===== src/rtl/owm_pkg.sv =====
package owm_pkg;

  typedef enum logic [1:0] {
    OP_RESET = 2'b00,
    OP_W0    = 2'b01,
    OP_W1    = 2'b10,
    OP_BYTE  = 2'b11
  } owm_op_e;

  // Schedule positions, counted in 6 us ticks from the start of an operation
  localparam int TW          = 8;
  localparam int RST_LOW_BEG = 10;   // 60 us released
  localparam int RST_LOW_END = 90;   // 480 us low
  localparam int PRS_FIRST   = 94;   // 24 us after release
  localparam int PRS_LAST    = 156;  // 32 samples, 12 us apart
  localparam int RST_END     = 170;  // 480 us presence window
  localparam int SLOT_LOW    = 3;    // 18 us released
  localparam int SLOT_ONE_HI = 5;    // 12 us low for a 1
  localparam int SLOT_SMP    = 6;    // sample 6 us after release
  localparam int SLOT_END    = 15;   // 90 us per slot

endpackage


===== src/rtl/owm_tick.sv =====
module owm_tick #(
  parameter int DIV = 6
) (
  input  logic clk,
  input  logic rst,
  input  logic clr,
  output logic tick
);
  localparam int CW = (DIV > 1) ? $clog2(DIV) : 1;
  localparam logic [CW-1:0] LAST = CW'(DIV - 1);

  logic [CW-1:0] cnt;

  always_ff @(posedge clk) begin
    if (rst || clr)       cnt <= '0;
    else if (cnt == LAST) cnt <= '0;
    else                  cnt <= cnt + 1'b1;
  end

  assign tick = (cnt == LAST);

  generate
    if (DIV > 1) begin : g_chk
      // ticks are isolated pulses when the divider exceeds one
      p_tick_isolated_r1: assert property (@(posedge clk) disable iff (rst)
        tick |=> !tick);
    end
  endgenerate
endmodule


===== src/rtl/owm_slot.sv =====
module owm_slot
  import owm_pkg::*;
(
  input  logic clk,
  input  logic rst,
  input  logic start,
  input  logic is_rst,
  input  logic bit_in,
  input  logic chain,
  input  logic chain_bit,
  input  logic tick,
  input  logic line_in,
  output logic active,
  output logic oe,
  output logic done,
  output logic rbit,
  output logic presence
);
  logic [TW-1:0] t, nt, end_pt;
  logic          mode_rst, bit_q, drv, at_smp_rst, at_smp_bit;

  always_comb begin
    nt     = t + 1'b1;
    end_pt = mode_rst ? TW'(RST_END) : TW'(SLOT_END);
    if (mode_rst)
      drv = (nt >= TW'(RST_LOW_BEG)) && (nt < TW'(RST_LOW_END));
    else
      drv = (nt >= TW'(SLOT_LOW)) &&
            (nt < (bit_q ? TW'(SLOT_ONE_HI) : TW'(SLOT_END)));
    at_smp_rst = mode_rst && (nt >= TW'(PRS_FIRST)) &&
                 (nt <= TW'(PRS_LAST)) && !nt[0];
    at_smp_bit = !mode_rst && (nt == TW'(SLOT_SMP));
  end

  always_ff @(posedge clk) begin
    if (rst) begin
      active   <= 1'b0;
      oe       <= 1'b0;
      done     <= 1'b0;
      rbit     <= 1'b0;
      presence <= 1'b0;
      t        <= '0;
      mode_rst <= 1'b0;
      bit_q    <= 1'b0;
    end else begin
      done <= 1'b0;
      if (start && !active) begin
        active   <= 1'b1;
        t        <= '0;
        mode_rst <= is_rst;
        bit_q    <= bit_in;
        oe       <= 1'b0;
        if (is_rst) presence <= 1'b0;
      end else if (active && tick) begin
        t  <= nt;
        oe <= drv;
        if (at_smp_rst && !line_in) presence <= 1'b1;
        if (at_smp_bit) rbit <= bit_q & line_in;
        if (nt == end_pt) begin
          done <= 1'b1;
          if (!mode_rst && chain) begin
            t     <= '0;
            bit_q <= chain_bit;
          end else begin
            active <= 1'b0;
          end
        end
      end
    end
  end

  // released line whenever no operation runs
  p_idle_released_r2: assert property (@(posedge clk) disable iff (rst)
    !active |-> !oe);
  // a zero slot never reports a one
  p_zero_forced_r7: assert property (@(posedge clk) disable iff (rst)
    active && tick && at_smp_bit && !bit_q |=> !rbit);
  // presence starts cleared for each new reset
  p_presence_clr_r5: assert property (@(posedge clk) disable iff (rst)
    start && !active && is_rst |=> !presence);
  // a slot pulls low only inside its low window
  p_slot_window_r6: assert property (@(posedge clk) disable iff (rst)
    active && !mode_rst && oe |-> (t >= TW'(SLOT_LOW)) && (t < TW'(SLOT_END)));
endmodule


===== src/rtl/owm_shift.sv =====
module owm_shift #(
  parameter int NB = 8
) (
  input  logic          clk,
  input  logic          rst,
  input  logic          load,
  input  logic [NB-1:0] tx_byte,
  input  logic          slot_done,
  input  logic          rbit,
  output logic          byte_act,
  output logic          chain,
  output logic          chain_bit,
  output logic          byte_done,
  output logic [NB-1:0] rx_byte
);
  localparam int CNTW = $clog2(NB);
  localparam logic [CNTW-1:0] LAST = CNTW'(NB - 1);

  logic [CNTW-1:0] cnt;
  logic [NB-1:0]   tx_sr, rx_sr;

  assign chain     = byte_act && (cnt != LAST);
  assign chain_bit = tx_sr[1];
  assign byte_done = slot_done && byte_act && (cnt == LAST);

  always_ff @(posedge clk) begin
    if (rst) begin
      byte_act <= 1'b0;
      cnt      <= '0;
      tx_sr    <= '0;
      rx_sr    <= '0;
      rx_byte  <= '0;
    end else begin
      if (slot_done && byte_act) begin
        rx_sr <= {rbit, rx_sr[NB-1:1]};
        tx_sr <= tx_sr >> 1;
        cnt   <= cnt + 1'b1;
        if (cnt == LAST) begin
          byte_act <= 1'b0;
          rx_byte  <= {rbit, rx_sr[NB-1:1]};
        end
      end
      if (load) begin
        byte_act <= 1'b1;
        cnt      <= '0;
        tx_sr    <= tx_byte;
      end
    end
  end

  // slots between the first and the last keep chaining
  p_chain_busy_r8: assert property (@(posedge clk) disable iff (rst)
    slot_done && byte_act && (cnt != LAST) |=> byte_act);
endmodule


===== src/rtl/owm_engine.sv =====
module owm_engine
  import owm_pkg::*;
#(
  parameter int CLK_MHZ = 50,
  parameter int NB      = 8
) (
  input  logic          clk,
  input  logic          rst,
  input  logic          start,
  input  logic [1:0]    op,
  input  logic [NB-1:0] tx_byte,
  input  logic          line_in,
  output logic          line_oe,
  output logic          rx_bit,
  output logic [NB-1:0] rx_byte,
  output logic          presence,
  output logic          busy,
  output logic          done
);
  localparam int DIV = CLK_MHZ * 6;

  logic go, tick, slot_done, byte_act, chain, chain_bit, byte_done;
  logic is_rst, first_bit;

  assign go        = start && !busy;
  assign is_rst    = (op == OP_RESET);
  assign first_bit = (op == OP_W1) || ((op == OP_BYTE) && tx_byte[0]);

  owm_tick #(.DIV(DIV)) i_tick (
    .clk  (clk),
    .rst  (rst),
    .clr  (go),
    .tick (tick)
  );

  owm_slot i_slot (
    .clk       (clk),
    .rst       (rst),
    .start     (go),
    .is_rst    (is_rst),
    .bit_in    (first_bit),
    .chain     (chain),
    .chain_bit (chain_bit),
    .tick      (tick),
    .line_in   (line_in),
    .active    (busy),
    .oe        (line_oe),
    .done      (slot_done),
    .rbit      (rx_bit),
    .presence  (presence)
  );

  owm_shift #(.NB(NB)) i_shift (
    .clk       (clk),
    .rst       (rst),
    .load      (go && (op == OP_BYTE)),
    .tx_byte   (tx_byte),
    .slot_done (slot_done),
    .rbit      (rx_bit),
    .byte_act  (byte_act),
    .chain     (chain),
    .chain_bit (chain_bit),
    .byte_done (byte_done),
    .rx_byte   (rx_byte)
  );

  assign done = byte_done || (slot_done && !byte_act);

  // a request during an operation does not end it early
  p_busy_holds_r10: assert property (@(posedge clk) disable iff (rst)
    busy && start && !slot_done |=> busy || done);
  // completion is a single pulse
  p_done_pulse_r11: assert property (@(posedge clk) disable iff (rst)
    done |=> !done);
  // completion coincides with the engine being idle
  p_done_idle_r11: assert property (@(posedge clk) disable iff (rst)
    done |-> !busy);
endmodule


===== config.mk =====
export PLATFORM = sky130hd
export DESIGN_NAME = owm_engine
export DESIGN_NICKNAME = d
export VERILOG_FILES = /design/src/rtl/owm_pkg.sv /design/src/rtl/owm_tick.sv /design/src/rtl/owm_slot.sv /design/src/rtl/owm_shift.sv /design/src/rtl/owm_engine.sv
export SDC_FILE = /design/constraint.sdc
export NUM_CORES = 1
export LEC_CHECK = 0
export ABC_AREA = 1
export BUFFER_PORTS_ARGS = -buffer_cell sky130_fd_sc_hd__buf_2
export CAP_MARGIN = 5
export CORE_ASPECT_RATIO = 0.75
export CORE_MARGIN = 3
export CORE_UTILIZATION = 50
export DETAILED_ROUTE_END_ITERATION = 6
export HOLD_SLACK_MARGIN = 0.05
export PLACE_DENSITY = 0.69
export REMOVE_ABC_BUFFERS = 1
export SYNTH_ARGS = -nofsm -noshare
export SYNTH_HDL_FRONTEND = slang
export SYNTH_SLANG_ARGS = --single-unit

===== constraint.sdc =====
create_clock -name clk -period 2.1 [get_ports clk]
set_input_delay 0 -clock clk [delete_from_list [all_inputs] [get_ports clk]]
set_output_delay 0 -clock clk [all_outputs]
set_load 0.005 [all_outputs]

==> flow_summary.html <==
<table>
<tr><th>Metric</th><th>Value</th></tr>
<tr><th colspan="2">Yosys</th></tr>
<tr><td>Cells taking the most area after synthesis</td><td>dfxtp_1 (41%), nand2_1 (11%), nand3_1 (7.0%), a21oi_1 (6.1%), inv_1 (6.0%)</td></tr>
<tr><td>Area share of the largest cell type after synthesis</td><td>40.90%</td></tr>
<tr><td>Share of flip-flops with an asynchronous set or reset after synthesis</td><td>0%</td></tr>
<tr><td>Sequential area share after synthesis</td><td>40.90%</td></tr>
<tr><td>Count of flip-flops with a built-in enable after synthesis</td><td>0</td></tr>
<tr><td>Library cell with the highest instance count after synthesis</td><td>nand2_1</td></tr>
<tr><td>Netlist area before placement</td><td>2447 sq um</td></tr>
<tr><td>Top_reg_cell synth</td><td>dfxtp_1</td></tr>
<tr><td>Yosys warnings</td><td>0</td></tr>
<tr><td>Post-synthesis cell type count</td><td>31</td></tr>
<tr><td>Mean instance size in the synthesized netlist</td><td>7.033 sq um</td></tr>
<tr><td>FF+latch count, synth</td><td>50</td></tr>
<tr><td>Cell types with the highest counts after synthesis</td><td>nand2_1 (72), dfxtp_1 (50), inv_1 (39), nor2_1 (39), nand3_1 (34)</td></tr>
<tr><td>Cell type with the largest total area after synthesis</td><td>dfxtp_1</td></tr>
<tr><td>Synthesized instance count</td><td>348</td></tr>
<tr><th colspan="2">Worst hold path</th></tr>
<tr><td>Type of the worst min-delay path</td><td>in -&gt; reg</td></tr>
<tr><th colspan="2">Route</th></tr>
<tr><td>First DRT Iteration DRCs</td><td>211</td></tr>
<tr><td>DRC Markers</td><td>0</td></tr>
<tr><td>Wirelength, routed</td><td>5.596 mm</td></tr>
<tr><td>Number of iterations in the first detailed-routing pass</td><td>4</td></tr>
<tr><td>Per-cell routed wire length</td><td>12.49 um</td></tr>
<tr><td>ANT nets after route</td><td>0</td></tr>
<tr><td>Avg Vias per Cell</td><td>5.279</td></tr>
<tr><td>Routed vias</td><td>2365</td></tr>
<tr><th colspan="2">Layout</th></tr>
<tr><td>Synthesis-to-layout area growth</td><td>17.89%</td></tr>
<tr><td>Ratio of cells with drive above 1 in the final layout</td><td>15.60%</td></tr>
<tr><td>Cell area after layout</td><td>2885 sq um</td></tr>
<tr><td>Core occupancy in the finished layout</td><td>62.75%</td></tr>
<tr><td>Nets@finish</td><td>411</td></tr>
<tr><td>Diode insertion count for antenna repair</td><td>0</td></tr>
<tr><th colspan="2">Place</th></tr>
<tr><td>Worst-case setup slack after placement</td><td>0.01007 ns</td></tr>
<tr><td>Detailed Place HPWL</td><td>3.996 mm</td></tr>
<tr><td>Final weighted congestion in routability-driven placement</td><td>0.8973</td></tr>
<tr><td>Cell Area, Placed</td><td>2669 sq um</td></tr>
<tr><td>IO Port Bufs</td><td>26</td></tr>
<tr><th colspan="2">Floorplanning</th></tr>
<tr><td>Vertical die dimension</td><td>66.59 um</td></tr>
<tr><td>Core Footprint</td><td>4598 sq um</td></tr>
<tr><td>Site Rows</td><td>21</td></tr>
<tr><td>Horiz. Die Dim</td><td>86.79 um</td></tr>
<tr><td>Starting Density</td><td>53.22%</td></tr>
<tr><td>IO Count</td><td>27</td></tr>
<tr><td>Die area</td><td>5779 sq um</td></tr>
<tr><th colspan="2">Status</th></tr>
<tr><td>Run status</td><td>completed</td></tr>
<tr><th colspan="2">Global routing</th></tr>
<tr><td>Vias in the first global route</td><td>2107</td></tr>
<tr><td>Initial antenna violation count</td><td>0</td></tr>
<tr><td>Global-route wire length before repair</td><td>9.591 mm</td></tr>
<tr><td>Largest net degree at the start of global routing</td><td>24</td></tr>
<tr><td>Leftover overflow at the end of global routing</td><td>0</td></tr>
<tr><td>Tot GR Track Use</td><td>21.00%</td></tr>
<tr><th colspan="2">Power</th></tr>
<tr><td>Reported leakage power</td><td>1.250 nW</td></tr>
<tr><td>Flop pwr share</td><td>57.1%</td></tr>
<tr><td>Share of total power in combinational logic</td><td>5.7%</td></tr>
<tr><td>P per Cell Area</td><td>589.1 nW/um^2</td></tr>
<tr><td>Portion of total power attributed to the clock network</td><td>37.2%</td></tr>
<tr><td>Worst supply voltage drop on vdd</td><td>0.0005338 V</td></tr>
<tr><td>Internal power contribution</td><td>1.302 mW</td></tr>
<tr><td>Net switching fraction of the power</td><td>23.39%</td></tr>
<tr><td>Net switching component of the power</td><td>0.3975 mW</td></tr>
<tr><th colspan="2">Timing</th></tr>
<tr><td>Post-Route Setup TNS</td><td>0 ns</td></tr>
<tr><td>Final hold vios</td><td>0</td></tr>
<tr><td>F_max</td><td>0.5317 GHz</td></tr>
<tr><td>Setup repair after global routing missed its margin</td><td>false</td></tr>
<tr><td>Ratio of final minimum period to clock period</td><td>89.56%</td></tr>
<tr><td>Setup-violating endpoint count in the final report</td><td>0</td></tr>
<tr><td>Worst Tran Pin Value</td><td>0.4538 ns</td></tr>
<tr><td>Time the final worst path needs with I/O delays and setup</td><td>1.881 ns</td></tr>
<tr><td>Remaining max-slew budget at the tightest pin</td><td>69.63%</td></tr>
<tr><td>Worst Clk Skew</td><td>0.006440 ns</td></tr>
<tr><td>Final slew viol count</td><td>0</td></tr>
<tr><td>Final critical-path setup slack</td><td>0.2192 ns</td></tr>
<tr><th colspan="2">CTS</th></tr>
<tr><td>Maximum clock insertion buffer count</td><td>2</td></tr>
<tr><td>Number of buffers inserted during clock tree synthesis</td><td>5</td></tr>
<tr><td>Clock network latency to the later pin of the worst-skew pair</td><td>0.30 ns</td></tr>
<tr><td>Clock tree from TritonCTS</td><td>yes</td></tr>
<tr><td>Cell at the root of the clock tree</td><td>clkbuf_8</td></tr>
<tr><td>H-tree depth</td><td>2</td></tr>
<tr><td>Clock-pin slew on the worst setup and hold paths</td><td>0.09 ns</td></tr>
<tr><td>Number of clock sinks seen by CTS</td><td>50</td></tr>
<tr><th colspan="2">Critical path</th></tr>
<tr><td>Crit start category</td><td>flip-flop</td></tr>
<tr><td>Crit path max fanout</td><td>8</td></tr>
<tr><td>Crit path required time</td><td>2.29 ns</td></tr>
<tr><td>Critical path's top delay family</td><td>simple AND/OR/NAND/NOR gates</td></tr>
<tr><td>Critical path's slowest cell</td><td>dfxtp_2</td></tr>
<tr><td>Worst Path Arrival</td><td>2.07 ns</td></tr>
<tr><td>Worst setup path class</td><td>reg -&gt; reg</td></tr>
<tr><td>Sort of element at the end of the critical path</td><td>flip-flop</td></tr>
<tr><td>Delay contributed by the slowest stage of the critical path</td><td>0.41 ns</td></tr>
<tr><td>Bufs and invs on worst path</td><td>2</td></tr>
<tr><td>Sequence of cells on the critical path</td><td>inv_1, ha_1, inv_1, o21ai_0, nor3_2, nand2_1, o21ai_0, a21oi_1</td></tr>
<tr><th colspan="2">Flow run</th></tr>
<tr><td>Count of max-cap constraint violations</td><td>0</td></tr>
</table>
==> worst min-delay path, cell delays in order <==
cell     delay (ns)
buf_2          0.07
o21ai_0        0.07
nand2_1        0.07
a21oi_1        0.04
nor2_1         0.08
==> state kept, by name, indices dropped and copies added (netlist names) <==
name	count
i_slot.rbit	1
i_tick.cnt	9
i_slot.bit_q	1
i_shift.tx_sr	7
i_shift.byte_act	1
i_shift.rx_byte	8
i_slot.mode_rst	1
i_slot.done	1
i_slot.oe	1
i_shift.rx_sr	7
i_slot.t	8
i_slot.active	1
i_shift.cnt	3
i_slot.presence	1
==> per-stage QoR <==
step / power (mW) / hold slack (ns) / std cells
floorplan: 1.038 / 0.06907 / 340
global placement: 1.075 / 0.2591 / 430
detailed placement: 1.078 / 0.2698 / 430
CTS: 1.709 / 0.05289 / 446
global route: 1.768 / 0.1087 / 448
finish: 1.700 / 0.06153 / 448
==> repair_timing <==
action                                 in CTS  in global routing
gates resized for setup                     1                  4
pin swaps                                   0                  1
setup buffers                               0                  2
hold buffers                                8                  0
setup endpoints to repair                   2                  8
endpoints found under the hold margin       8                  0
==> cells by family after synthesis <==
group	share of synthesized area, %
AO/OA/AOI/OAI	13.91
XOR/XNOR	1.431
adder cells (fa/ha/maj)	3.579
buffers and inverters	7.617
flip-flops	40.90
AND/OR/NAND/NOR	32.57
==> cells in the final DEF, fill, tap and decap left out, types with 2 or more instances in the layout <==
cell            n
a211oi_1        4
nand4_1         4
nand2_2         6
nor2_2          3
nand3_1        34
a31oi_1         7
buf_2          26
nor2_1         38
inv_2           2
inv_1          38
xor2_1          3
buf_4           9
nand2_1        72
nor4_1          4
dfxtp_1        49
nor3b_1         3
o21ai_0        15
dlygate4sd3_1   8
nor2_4          2
nor3_1          6
clkbuf_8        7
a21oi_1        30
ha_1            7
==> worst paths after layout <==
path | start | depth (start not counted) | endpoint | slack, ns
min | tx_byte[0] | 5 | i_slot.bit_q | 0.06
max reg2reg | i_slot.t[0] | 8 | i_slot.t[2] | 0.22
min reg2reg | i_slot.presence | 2 | i_slot.presence | 0.46
max | i_slot.t[0] | 8 | i_slot.t[2] | 0.22
==> per-layer routing <==
| metal | vias to the layer above | share of wire [%] | global-route usage (%) |
|---|---|---|---|
| met5 | - | 0 | 0 |
| met4 | 0 | 0.64 | 5.447 |
| met3 | 5 | 5.3 | 4.079 |
| met2 | 65 | 43 | 31.82 |
| met1 | 1057 | 51 | 30.28 |
| li1 | 1238 | - | - |
==> power by group through the flow <==
stage               clock network [mW]  logic [mW]  registers (mW)
finish                           0.632      0.0970           0.971
global route                     0.683       0.111           0.974
CTS                              0.642      0.0961           0.971
detailed placement                   0      0.0846           0.993
global placement                     0      0.0826           0.992
floorplan                            0      0.0478           0.990
==> layout make-up <==
type	instances	area, sq um
fill	429	1713
tap	57	71.32
clock buffer	7	96.34
inverter	41	153.9
sequential	50	1002
multi-input combinational	249	1275
timing repair buffer	43	277.8
clock inverter	1	8.758
Power figures use the tool's default switching activity.
